<file path="src/rtl/credit_meter_pkg.sv">
package credit_meter_pkg;

  // Strobes from control to datapath, one cycle each.
  typedef struct packed {
    logic load;     // take new ceiling/refill and reset credit
    logic consume;  // subtract the pending frame's units
    logic refill;   // add the per-window amount
  } meterCtrl_t;

endpackage

</file>
<file path="src/rtl/credit_meter_units.sv">
// Rounds a byte length up to whole credit units.
module credit_meter_units #(
  parameter int LEN_W      = 16,
  parameter int UNIT_SHIFT = 3,
  localparam int UNIT_W    = LEN_W - UNIT_SHIFT + 1
) (
  input  logic [LEN_W-1:0]  lenBytes,
  output logic [UNIT_W-1:0] lenUnits
);
  localparam int WIDE_W = LEN_W + 1;
  localparam logic [WIDE_W-1:0] ROUND_ADD = WIDE_W'((1 << UNIT_SHIFT) - 1);

  logic [WIDE_W-1:0] padded;
  logic [WIDE_W-1:0] shifted;

  always_comb begin
    padded   = {1'b0, lenBytes} + ROUND_ADD;
    shifted  = padded >> UNIT_SHIFT;
    lenUnits = shifted[UNIT_W-1:0];
  end
endmodule

</file>
<file path="src/rtl/credit_meter_ctrl.sv">
// Window counter and grant/refill strobe generation.
module credit_meter_ctrl
  import credit_meter_pkg::*;
#(
  parameter int INTERVAL_W = 8
) (
  input  logic                  clk,
  input  logic                  rstN,
  input  logic                  cfgLoad,
  input  logic [INTERVAL_W-1:0] cfgInterval,
  input  logic                  msTick,
  input  logic                  reqValid,
  input  logic                  covers,
  output meterCtrl_t            ctrl,
  output logic                  grant
);
  logic [INTERVAL_W-1:0] intervalReg;
  logic [INTERVAL_W-1:0] tickCnt;
  logic                  windowOn;
  logic                  windowEnd;

  always_comb begin
    windowOn     = (intervalReg != '0);
    windowEnd    = windowOn && (tickCnt == INTERVAL_W'(intervalReg - 1'b1));
    ctrl.load    = cfgLoad;
    ctrl.consume = reqValid && !cfgLoad && covers;
    ctrl.refill  = !cfgLoad && msTick && windowEnd;
    grant        = ctrl.consume;
  end

  always_ff @(posedge clk or negedge rstN) begin
    if (!rstN) begin
      intervalReg <= '0;
      tickCnt     <= '0;
    end else if (cfgLoad) begin
      intervalReg <= cfgInterval;
      tickCnt     <= '0;
    end else if (msTick && windowOn) begin
      tickCnt <= windowEnd ? '0 : INTERVAL_W'(tickCnt + 1'b1);
    end
  end
endmodule

</file>
<file path="src/rtl/credit_meter_dp.sv">
// Credit register, coverage compare, spend/refill/saturate arithmetic.
module credit_meter_dp
  import credit_meter_pkg::*;
#(
  parameter int LEN_W      = 16,
  parameter int CREDIT_W   = 16,
  parameter int UNIT_SHIFT = 3
) (
  input  logic                clk,
  input  logic                rstN,
  input  meterCtrl_t          ctrl,
  input  logic [CREDIT_W-1:0] cfgBurst,
  input  logic [CREDIT_W-1:0] cfgRefill,
  input  logic [LEN_W-1:0]    reqLen,
  output logic                covers,
  output logic [CREDIT_W-1:0] creditLevel
);
  localparam int UNIT_W = LEN_W - UNIT_SHIFT + 1;
  localparam int MAX_W  = (CREDIT_W > UNIT_W) ? CREDIT_W : UNIT_W;
  localparam int CMP_W  = MAX_W + 1;

  logic [CREDIT_W-1:0] creditReg;
  logic [CREDIT_W-1:0] burstReg;
  logic [CREDIT_W-1:0] refillReg;
  logic [UNIT_W-1:0]   reqUnits;
  logic [CMP_W-1:0]    afterSpend;
  logic [CMP_W-1:0]    afterFill;
  logic [CMP_W-1:0]    ceilingWide;
  logic [CREDIT_W-1:0] creditNext;

  credit_meter_units #(
    .LEN_W      (LEN_W),
    .UNIT_SHIFT (UNIT_SHIFT)
  ) units_i (
    .lenBytes (reqLen),
    .lenUnits (reqUnits)
  );

  always_comb begin
    covers      = CMP_W'(creditReg) >= CMP_W'(reqUnits);
    afterSpend  = CMP_W'(creditReg) - (ctrl.consume ? CMP_W'(reqUnits) : '0);
    afterFill   = afterSpend + (ctrl.refill ? CMP_W'(refillReg) : '0);
    ceilingWide = CMP_W'(burstReg);
    if (afterFill > ceilingWide) creditNext = burstReg;
    else                         creditNext = afterFill[CREDIT_W-1:0];
  end

  always_ff @(posedge clk or negedge rstN) begin
    if (!rstN) begin
      creditReg <= '0;
      burstReg  <= '0;
      refillReg <= '0;
    end else if (ctrl.load) begin
      creditReg <= cfgBurst;
      burstReg  <= cfgBurst;
      refillReg <= cfgRefill;
    end else begin
      creditReg <= creditNext;
    end
  end

  assign creditLevel = creditReg;
endmodule

</file>
<file path="src/rtl/credit_meter.sv">
// Top: slices the settings word and joins control with datapath.
module credit_meter
  import credit_meter_pkg::*;
#(
  parameter int WORD_W     = 64,
  parameter int LEN_W      = 16,
  parameter int CREDIT_W   = 16,
  parameter int INTERVAL_W = 8,
  parameter int UNIT_SHIFT = 3
) (
  input  logic                clk,
  input  logic                rstN,
  input  logic                cfgLoad,
  input  logic [WORD_W-1:0]   cfgWord,
  input  logic                msTick,
  input  logic                reqValid,
  input  logic [LEN_W-1:0]    reqLen,
  output logic                grant,
  output logic [CREDIT_W-1:0] creditLevel
);
  localparam int REFILL_LSB   = 0;
  localparam int BURST_LSB    = CREDIT_W;
  localparam int INTERVAL_LSB = 2 * CREDIT_W;
  localparam int USED_W       = INTERVAL_LSB + INTERVAL_W;

  meterCtrl_t ctrl;
  logic       covers;
  logic       unusedReserved;

  assign unusedReserved = ^cfgWord[WORD_W-1:USED_W];

  credit_meter_ctrl #(
    .INTERVAL_W (INTERVAL_W)
  ) ctrl_i (
    .clk         (clk),
    .rstN        (rstN),
    .cfgLoad     (cfgLoad),
    .cfgInterval (cfgWord[INTERVAL_LSB +: INTERVAL_W]),
    .msTick      (msTick),
    .reqValid    (reqValid),
    .covers      (covers),
    .ctrl        (ctrl),
    .grant       (grant)
  );

  credit_meter_dp #(
    .LEN_W      (LEN_W),
    .CREDIT_W   (CREDIT_W),
    .UNIT_SHIFT (UNIT_SHIFT)
  ) dp_i (
    .clk         (clk),
    .rstN        (rstN),
    .ctrl        (ctrl),
    .cfgBurst    (cfgWord[BURST_LSB +: CREDIT_W]),
    .cfgRefill   (cfgWord[REFILL_LSB +: CREDIT_W]),
    .reqLen      (reqLen),
    .covers      (covers),
    .creditLevel (creditLevel)
  );
endmodule

</file>
<file path="config.mk">
export PLATFORM = sky130hd
export DESIGN_NAME = credit_meter
export DESIGN_NICKNAME = d
export VERILOG_FILES = /design/src/rtl/credit_meter_pkg.sv /design/src/rtl/credit_meter_units.sv /design/src/rtl/credit_meter_ctrl.sv /design/src/rtl/credit_meter_dp.sv /design/src/rtl/credit_meter.sv
export SDC_FILE = /design/constraint.sdc
export NUM_CORES = 1
export LEC_CHECK = 0
export ABC_AREA = 1
export BUFFER_PORTS_ARGS = -buffer_cell sky130_fd_sc_hd__buf_2
export CAP_MARGIN = 0
export CORE_ASPECT_RATIO = 1.2
export CORE_MARGIN = 2
export CORE_UTILIZATION = 51
export DETAILED_ROUTE_END_ITERATION = 10
export HOLD_SLACK_MARGIN = 0.15
export PLACE_DENSITY = 0.79
export SLEW_MARGIN = 20
export SYNTH_ARGS = -nofsm -noshare
export SYNTH_HDL_FRONTEND = slang
export SYNTH_SLANG_ARGS = --single-unit
</file>
<file path="constraint.sdc">
create_clock -name clk -period 4.9 [get_ports clk]
set_input_delay 0.49 -clock clk [delete_from_list [all_inputs] [get_ports clk]]
set_output_delay 0.49 -clock clk [all_outputs]
set_load 0.02 [all_outputs]
</file>
==> results.yml <==
critical_path:
  path_buf_inv: 11
  crit_path_frequent_cell: "nand2_1"
  crit_required_ns: 5.14
  path_class: "in2reg"
  path_max_fanout: 7
  crit_family: "simple AND/OR/NAND/NOR gates"
  end_kind: "flop"
  start_kind: "input pin"
  crit_arrival_ns: 6.76
  cp_slowest_cell: "fa_1"
  cpPeakStageDelay_ns: 0.50
clock_network:
  htreeDepth: 3
  cts_tree: "done"
  cts.clk_slew.worst_paths_ns: 0.06
  cts_buffer_depth: 2
  cts_made_buffers: 9
  clkLatencyLatePin_ns: 0.35
  cts_root_buf: "clkbuf_16"
  tritoncts_num_sinks: 64
  cts_hold_buf: 0
place:
  port_buffers: 77
  gp_congestion: 0.899
  dpl.hpwl_mm: 10.7
logic_synthesis:
  async_flop_share_pct: 100
  synth-edff-count: 0
  synth_nets: 859
  ys_seq_elements: 64
  synthFlopType: "dfrtp_1"
  syn_area_um2: 5320
  synth_cells: 709
  ys_warn_count: 0
  syn_area_per_cell_um2: 7.51
  yosysSeqAreaShare_pct: 30.1
  ys_types: 40
sta:
  finClkSkew_ns: 0.00903
  whs_ns: 0.341
  rsz0062_at_grt: "true"
  fmax_mhz: 153
  finalMaxSlewViolations: 0
  tightest_slew_ns: 0.884
  slew_headroom_pct: 41.1
  finalSetupViolCount: 16
  hold_violations: 0
  worst_slack_ns: -1.62
  fin_crit_sh_pct: 133
  fin_crit_ns: 6.52
global_routing:
  grt_max_degree: 65
  track_usage_pct: 30.2
  grt_pass1_vias: 5826
  grt_pass1_wl_mm: 27.2
  antenna_found_initial: 0
  gr-total-overflow: 0
finish:
  post-route-util_pct: 80.0
  nets: 1059
  area_growth_pct: 51.9
  drive_gt1_share_pct: 44.6
  n_antenna_cell: 0
  nFillCells: 547
drt:
  wl_per_cell_um: 21.0
  wl_mm: 21.9
  drt-initial-drc-count: 832
  drt-pass1-iter-count: 6
  ant_nets: 0
  drc: 0
  vias: 6222
  via_per_inst: 5.98
outcome:
  violations: "negative setup slack"
  run_status: "finished, violations left"
die:
  top_level_ports: 102
  die_area_um2: 11300
  core_area_um2: 10100
  die_h_um: 116
  num_rows: 40
  die-width_um: 97.3
  start_util_pct: 52.7
worst_hold_path:
  hold_path.class: "in2async"
flow_run:
  cap_violations: 0
-- sequential cells by signal, summed over array words and instances (netlist names) --
register / count
ctrl_i.tickCnt: 8
dp_i.refillReg: 16
ctrl_i.intervalReg: 8
dp_i.creditLevel: 16
dp_i.burstReg: 16
-- cells by family (layout without fill, tap and decap cells) --
group	Yosys count	in the layout	synth area share (%)
adders and majority gates	65	65	17.3
DFF	64	64	30.1
AOI/OAI and AO/OA	71	71	7.66
xor gates and xnor gates	37	37	6.09
muxes	1	1	0.188
and+or+nand+nor	326	327	28.1
buffers and inverters	145	349	10.7
-- metrics by stage --
step / setup WS (ns) / TNS, ns / std cells / area (um^2)
global placement: -1.48 / -23.16 / 985 / 6570
finish: -1.62 / -25.23 / 1040 / 8090
global route: -1.75 / -27.23 / 1040 / 8090
detailed placement: -1.53 / -24.01 / 985 / 6570
CTS: -0.850 / -13.28 / 1023 / 7410
floorplan: -0.694 / -10.34 / 709 / 5450
-- layout make-up --
class / instances / area [um^2] / area share, %
Inverter: 130 / 495 / 6.13
Clock inverter: 6 / 115 / 1.42
Timing Repair Buffer: 203 / 1420 / 17.5
Clock buffer: 10 / 239 / 2.96
Sequential cell: 64 / 1600 / 19.8
Tap cell: 126 / 158 / 1.95
Multi-Input combinational cell: 501 / 4060 / 50.2
-- cell usage after synthesis, types with 2 or more instances --
master	n	share of area, %
a211oi_1	2	0.28
a21oi_1	26	2.4
buf_1	3	0.21
buf_4	2	0.28
buf_6	2	0.42
clkbuf_1	7	0.49
dfrtp_1	64	30
fa_1	14	5.3
ha_1	51	12
inv_1	119	8.4
inv_2	10	0.71
nand2_1	185	13
nand2_2	18	2.1
nand2_4	3	0.63
nand3_1	42	3.9
nand3_2	11	2.1
nand3b_1	3	0.42
nand4_1	6	0.71
nor2_1	38	2.7
nor2_2	3	0.35
nor2_4	2	0.42
nor3_1	11	1.0
o21ai_0	27	2.5
o21ai_1	5	0.47
o21bai_4	2	0.71
o22ai_1	4	0.47
xnor2_1	14	2.3
xor2_1	23	3.8
-- routing by layer --
| layer | GRT usage (%) | wire, um | vias up |
|---|---|---|---|
| met5 | 0 | 0 | - |
| met4 | 18.4 | 1930 | 0 |
| met3 | 5.91 | 2110 | 206 |
| met2 | 52.8 | 10300 | 498 |
| met1 | 34.5 | 7520 | 2897 |
| li1 | - | - | 2621 |
-- final timing paths --
check / start / to / slack (ns) / cells after the start
worst max-delay path: reqLen[2] / dp_i.creditLevel[8] / -1.62 / 41
worst min-delay path: rstN / dp_i.creditLevel[11] / 0.34 / 2
worst max register to register: dp_i.creditLevel[0] / dp_i.creditLevel[8] / -1.08 / 34
worst min register to register: dp_i.refillReg[15] / dp_i.refillReg[15] / 0.47 / 2
max in group asynchronous: rstN / dp_i.burstReg[6] / 3.97 / 2
min in group clk: cfgWord[39] / ctrl_i.intervalReg[7] / 0.35 / 3
-- worst reg2reg max path: cells and delay by family (launching register included) --
kind	cells	cell delay, ns
AO/OA/AOI/OAI	7	1.39
adder cells (fa/ha/maj)	4	1.47
buffers and inverters	7	0.78
flip-flops	1	0.35
AND/OR/NAND/NOR	16	1.88
-- repair_timing --
item | CTS | global route
cloned | 1 | 0
resized for setup | 65 | 116
setup endpoints to repair | 16 | 16
buffers inserted | 21 | 17
pin swaps | 37 | 82
-- layout by cell type, fill, tap and decap left out, drive strengths merged --
cell type	n
nand4	6
a21oi	26
buf	203
xnor2	14
a2111oi	1
o21bai	2
bufinv	3
nand2	207
mux2i	1
xor2	23
clkinvlp	1
clkinv	2
clkbuf	10
ha	51
o22ai	4
dfrtp	64
nor4	1
nand3b	4
nor3	12
fa	14
o31ai	1
o21a	1
a31o	1
a21o	1
nand3	53
nor2	43
a211oi	2
or2	1
o21ai	32
inv	130
Power is left out: the tool's default activity adds up to more than one toggle a clock period on the data nets, which glitch-free logic cannot reach.
